[config.mk]
export PLATFORM = sky130hd
export DESIGN_NAME = zbt_sram
export DESIGN_NICKNAME = d
export VERILOG_FILES = /design/src/rtl/zbt_sram.sv
export SDC_FILE = /design/constraint.sdc
export NUM_CORES = 2
export LEC_CHECK = 0
export ABC_CLOCK_PERIOD_IN_PS = 2450
export BUFFER_PORTS_ARGS = -buffer_cell sky130_fd_sc_hd__clkbuf_2
export CAP_MARGIN = 20
export CELL_PAD_IN_SITES_DETAIL_PLACEMENT = 1
export CELL_PAD_IN_SITES_GLOBAL_PLACEMENT = 1
export CORE_ASPECT_RATIO = 1.2
export CORE_UTILIZATION = 40
export CTS_CLUSTER_SIZE = 12
export DETAILED_ROUTE_END_ITERATION = 16
export PLACE_DENSITY_LB_ADDON = 0.1
export SETUP_SLACK_MARGIN = 0.5
export SLEW_MARGIN = 20
export SYNTH_ARGS = -nofsm -noshare
export SYNTH_HDL_FRONTEND = slang
export SYNTH_SLANG_ARGS = --single-unit
[constraint.sdc]
create_clock -name clk -period 2.45 [get_ports clk]
set_input_delay 0.49 -clock clk [delete_from_list [all_inputs] [get_ports clk]]
set_output_delay 0.49 -clock clk [all_outputs]
set_load 0.02 [all_outputs]
[src/rtl/zbt_sram.sv]
module zbt_sram #(
  parameter int AW = 6
) (
  input  logic          clk,
  input  logic          rst_n,
  input  logic          hold,
  input  logic          sel_a_n,
  input  logic          sel_b,
  input  logic          sel_c_n,
  input  logic          burst_cont,
  input  logic          is_read,
  input  logic          ilv_order,
  input  logic [AW-1:0] addr,
  input  logic [3:0]    lane_en_n,
  input  logic [31:0]   wdata,
  input  logic          out_en_n,
  output logic [31:0]   rdata,
  output logic          rvalid,
  output logic          bus_drive
);
  localparam int DEPTH = 1 << AW;
  localparam int NB = 4;

  logic [31:0] mem [DEPTH];

  logic          act, bwr;
  logic [1:0]    bcnt;
  logic [AW-1:0] bstart;
  logic          p1_v, p1_wr, p2_v, p2_wr;
  logic [AW-1:0] p1_a, p2_a;
  logic [NB-1:0] p1_be, p2_be;

  wire sel   = ~sel_a_n & sel_b & ~sel_c_n;
  wire cont  = sel & burst_cont & act;
  wire issue = sel & (~burst_cont | act);
  wire [1:0]    cnt_n = cont ? bcnt + 2'd1 : 2'd0;
  wire [AW-1:0] start = cont ? bstart : addr;
  wire [1:0]    lo    = ilv_order ? (start[1:0] ^ cnt_n) : (start[1:0] + cnt_n);
  wire [AW-1:0] op_a  = {start[AW-1:2], lo};
  wire          op_wr = cont ? bwr : ~is_read;

  assign bus_drive = rvalid & ~out_en_n;

  always_ff @(posedge clk) begin
    if (!rst_n) begin
      act <= 1'b0; bwr <= 1'b0; bcnt <= '0; bstart <= '0;
      p1_v <= 1'b0; p1_wr <= 1'b0; p1_a <= '0; p1_be <= '1;
      p2_v <= 1'b0; p2_wr <= 1'b0; p2_a <= '0; p2_be <= '1;
      rvalid <= 1'b0; rdata <= '0;
    end else if (!hold) begin
      act <= issue;
      if (issue) begin
        bstart <= start;
        bcnt   <= cnt_n;
        bwr    <= op_wr;
      end
      p1_v <= issue; p1_wr <= op_wr; p1_a <= op_a; p1_be <= lane_en_n;
      p2_v <= p1_v;  p2_wr <= p1_wr; p2_a <= p1_a; p2_be <= p1_be;
      rvalid <= p2_v & ~p2_wr;
      if (p2_v && !p2_wr) rdata <= mem[p2_a];
    end
  end

  always_ff @(posedge clk) begin
    if (rst_n && !hold && p2_v && p2_wr)
      for (int i = 0; i < NB; i++)
        if (!p2_be[i]) mem[p2_a][8*i +: 8] <= wdata[8*i +: 8];
  end

  assert_stall_out_R8: assert property (@(posedge clk) disable iff (!rst_n)
    hold |=> $stable(rdata) && $stable(rvalid));
  assert_stall_state_R8: assert property (@(posedge clk) disable iff (!rst_n)
    hold |=> $stable(bcnt) && $stable(act) && $stable(p1_v) && $stable(p2_v));
  assert_new_count_R6: assert property (@(posedge clk) disable iff (!rst_n)
    (!hold && sel && !burst_cont) |=> (bcnt == 2'd0) && act);
  assert_count_wrap_R11: assert property (@(posedge clk) disable iff (!rst_n)
    (!hold && sel && burst_cont && act) |=> bcnt == $past(bcnt) + 2'd1);
  assert_idle_R2: assert property (@(posedge clk) disable iff (!rst_n)
    (!hold && !sel) |=> !act && !p1_v);
  assert_orphan_R10: assert property (@(posedge clk) disable iff (!rst_n)
    (!hold && burst_cont && !act) |=> !p1_v);
endmodule

==> impl_metrics.json <==
{
  "cp-start-kind": "flip-flop",
  "wl_met3_mm": 24.4,
  "combPwrFrac": 0.057,
  "switching_share": 0.222,
  "drt-vias-per-instance": 6.13,
  "status": "finished with violations",
  "rr_startpoint": "p2_a[0]",
  "power.density_nw_per_um2": 678,
  "vdd_drop_max_uv": 815,
  "grt_max_degree": 67,
  "gp_congestion": 0.930,
  "leakagePower_uw": 0.0354,
  "hold_viol_final": 0,
  "rsz0062_at_grt": "true",
  "area_delta_synth_final_pct": 33.4,
  "drt_iter0_markers": 6240,
  "synth_seq_cells": 2114,
  "grt_pass1_vias": 53000,
  "grt_pass1_wl_mm": 443,
  "synth_ff_type": "edfxtp_1",
  "routedWlPerCell_um": 37.6,
  "synth_nets": 4784,
  "reg2reg_slack_ns": -0.08,
  "report.final.slew_viol_count": 0,
  "die_x_um": 416,
  "finClkSkew_ns": 0.0303,
  "path_class": "reg -> reg",
  "end_kind": "flip-flop",
  "fp-row-count": 182,
  "layout_min_cycle_time_ns": 2.53,
  "synthCells": 4731,
  "cts_root_buf": "clkbuf_16",
  "cts_tree": "built",
  "place_hpwl_mm": 217,
  "clkPwrFrac": 0.410,
  "die_y_um": 499,
  "vias": 53300,
  "antenna_found_initial": 13,
  "path_buf_inv": 3,
  "ctsLongestPathBuffers": 3,
  "start_util": 0.402,
  "insertion_delay_ns": 0.90,
  "synth_cell_types": 79,
  "r2r_cells": 9,
  "io_pins": 86,
  "cpMostUsedCell": "buf_12",
  "synth_edf_count": 2048,
  "coreArea_um2": 205000,
  "whs_path_depth": 1,
  "ys_seq_area_frac": 0.764,
  "synth_top_area_frac": 0.748,
  "arrival_ns": 3.31,
  "synth.avg_cell_area_um2": 17.4,
  "fin_ws_ns": -0.0848,
  "drc": 0,
  "ys_warn_count": 0,
  "path_delay_family": "simple AND/OR/NAND/NOR gates",
  "worst_pin_slew_ns": 1.05,
  "yosysTopAreaCell": "edfxtp_1",
  "relSlewSlack": 0.301,
  "overflow": 0,
  "wl_met1_mm": 131,
  "cts_buffers": 214,
  "port-buffer-count": 85,
  "fin_crit_sh": 1.03,
  "drt-total-wl_mm": 327,
  "top_layer": "met5",
  "violations": "negative setup slack",
  "cts.htree.levels": 4,
  "finalSetupViolations": 10,
  "worstHoldStart": "wdata[8]",
  "synth.area.top_cells": "edfxtp_1 (75%), mux4_2 (3.4%), a221oi_1 (2.8%), mux2i_1 (2.6%), mux2_2 (1.9%)",
  "drive_gt1_frac": 0.402,
  "finalSetupTns_ns": -0.364,
  "ys_async_sr_fraction": 0,
  "hp-class": "in -> reg",
  "internal_power_uw": 57900,
  "cp.required_ns": 3.23,
  "netlist_area_um2": 82300,
  "timing.fmax_ghz": 0.395,
  "hold_end": "mem[46][8]",
  "cts_sinks": 2114,
  "firstDrtPassIters": 6,
  "p_sw_uw": 16500,
  "fin_util": 0.536,
  "seq_power_share": 0.533,
  "nNetsFinal": 5919,
  "slowest_stage": "nor4_4",
  "reg2reg_to": "rdata[11]",
  "track_usage": 0.309,
  "clk_pin_slew_ns": 0.06,
  "dieArea_um2": 208000,
  "cp_cell_sequence": "buf_12 -> buf_8 -> and2_4 -> buf_12 -> a221oi_1 -> nor3_1 -> nor4_4 -> o2111ai_1 -> o221a_2",
  "wl_met2_mm": 156,
  "critPathMaxFanout": 10,
  "antenna_left": 0,
  "cap_violations": 0,
  "crit_path_max_incr_delay_ns": 0.42
}
-- power groups by stage --
stage,Combinational [uW],Clock (uW),Sequential (uW)
floorplan,1270,0,40400
global placement,3390,0,40400
detailed placement,3440,0,40400
CTS,3900,30900,39600
global route,4360,32100,39600
finish,4260,30500,39600
-- cell families (layout without fill, tap and decap cells) --
logic type / Yosys count / after routing / synth area share
other: 0 / 4 / 0
AOI/OAI and AO/OA: 1057 / 1057 / 0.0945
and+or+nand+nor: 721 / 722 / 0.0382
xor gates and xnor gates: 3 / 3 / 0.000319
muxes: 478 / 478 / 0.0791
DFF: 2114 / 2114 / 0.764
adders and majority gates: 1 / 1 / 0.000152
buffers and inverters: 357 / 1645 / 0.0241
-- per-stage QoR --
stage | instances | hold WS, ns | area (um2) | setup WS, ns | total power, uW
final | 8692 | 0.0629 | 110000 | -0.0848 | 74400
after global routing | 8691 | 0.0649 | 110000 | -0.0929 | 76100
after CTS | 8597 | 0.0193 | 107000 | -0.0569 | 74500
after detailed placement | 8043 | 0.472 | 96400 | -0.492 | 43900
after global placement | 8043 | 0.454 | 96400 | -0.468 | 43800
after floorplan | 4731 | 0.437 | 84000 | 0.241 | 41700
-- cell type report --
| class | instances | area [um2] |
|---|---|---|
| clock inverters | 71 | 528 |
| repair buffers | 1271 | 15600 |
| diodes | 4 | 10.0 |
| well taps | 2668 | 3340 |
| clock buffers | 299 | 5790 |
| multi-input cells | 2261 | 21700 |
| fillers | 18300 | 94900 |
| flip-flops and latches | 2114 | 62800 |
| inverters | 4 | 47.5 |
-- state kept, by name, indices dropped and copies added, names as in the netlist --
signal and cells:
p2_wr 1, p2_a 6, p2_be 4, bwr 1, p1_v 1, mem 2048, p1_be 4, p1_a 6
bcnt 2, p1_wr 1, rdata 32, rvalid 1, bstart 6, p2_v 1
-- worst max path at each step --
| stage | from | to | slack [ns] | cells after the start |
|---|---|---|---|---|
| after detailed placement | p2_a[2] | rdata[2] | -0.49 | 8 |
| after global placement | p2_a[2] | rdata[2] | -0.47 | 8 |
| after CTS | p2_a[0] | rdata[2] | -0.06 | 8 |
| after floorplan | p2_a[5] | mem[3][16] | 0.24 | 6 |
| final | p2_a[0] | rdata[11] | -0.08 | 9 |
| after global routing | p2_a[1] | rdata[26] | -0.09 | 11 |
-- Yosys cell counts (all sizes together) (10+ instances only) --
master   instances
nor2b           22
nor2           374
o22a            14
nand2          193
a221oi         267
mux2           140
a21oi          123
o2111ai         10
nor4            11
a221o           29
and2            11
buf            235
a211oi          16
a22o            32
nor3            30
mux4           124
dfxtp           66
a31oi           29
a21boi          13
o22ai          105
edfxtp        2048
nand3           20
a22oi          181
mux2i          214
clkbuf         118
o21ai          134
o2bb2ai         26
and3            11
-- metal layers --
layer  track usage  vias to the layer above
met5             0                        -
met4         0.129                        6
met3        0.0492                      567
met2         0.500                     2560
met1         0.416                    28600
li1              -                    21600
-- placed cells by master (no fill, tap or decap), types with 28 or more instances in the layout --
cell and instances:
a21oi_1 90, a21oi_2 31, a221o_1 29, a221oi_1 161
a221oi_2 90, a22o_1 30, a22oi_1 156, a31oi_1 28
buf_12 381, buf_4 633, buf_6 90, buf_8 31
clkbuf_1 76, clkbuf_16 222, clkbuf_2 84, clkinv_1 33
dfxtp_1 60, edfxtp_1 2048, mux2_2 114, mux2i_1 188
mux4_2 124, nand2_1 131, nand2_2 35, nor2_1 160
nor2_2 30, nor2_4 184, o21ai_0 84, o21ai_1 36
o22ai_1 79
-- repair_timing --
action / in CTS / in global routing
gates cloned: 18 / 6
hold buffers: 11 / 0
setup buffers: 155 / 85
setup endpoints to repair: 2114 / 2115
resized for setup: 463 / 386
pin swaps: 109 / 133
hold endpoints to repair: 14 / 0
Note: power is estimated with default switching activity, not from simulation.
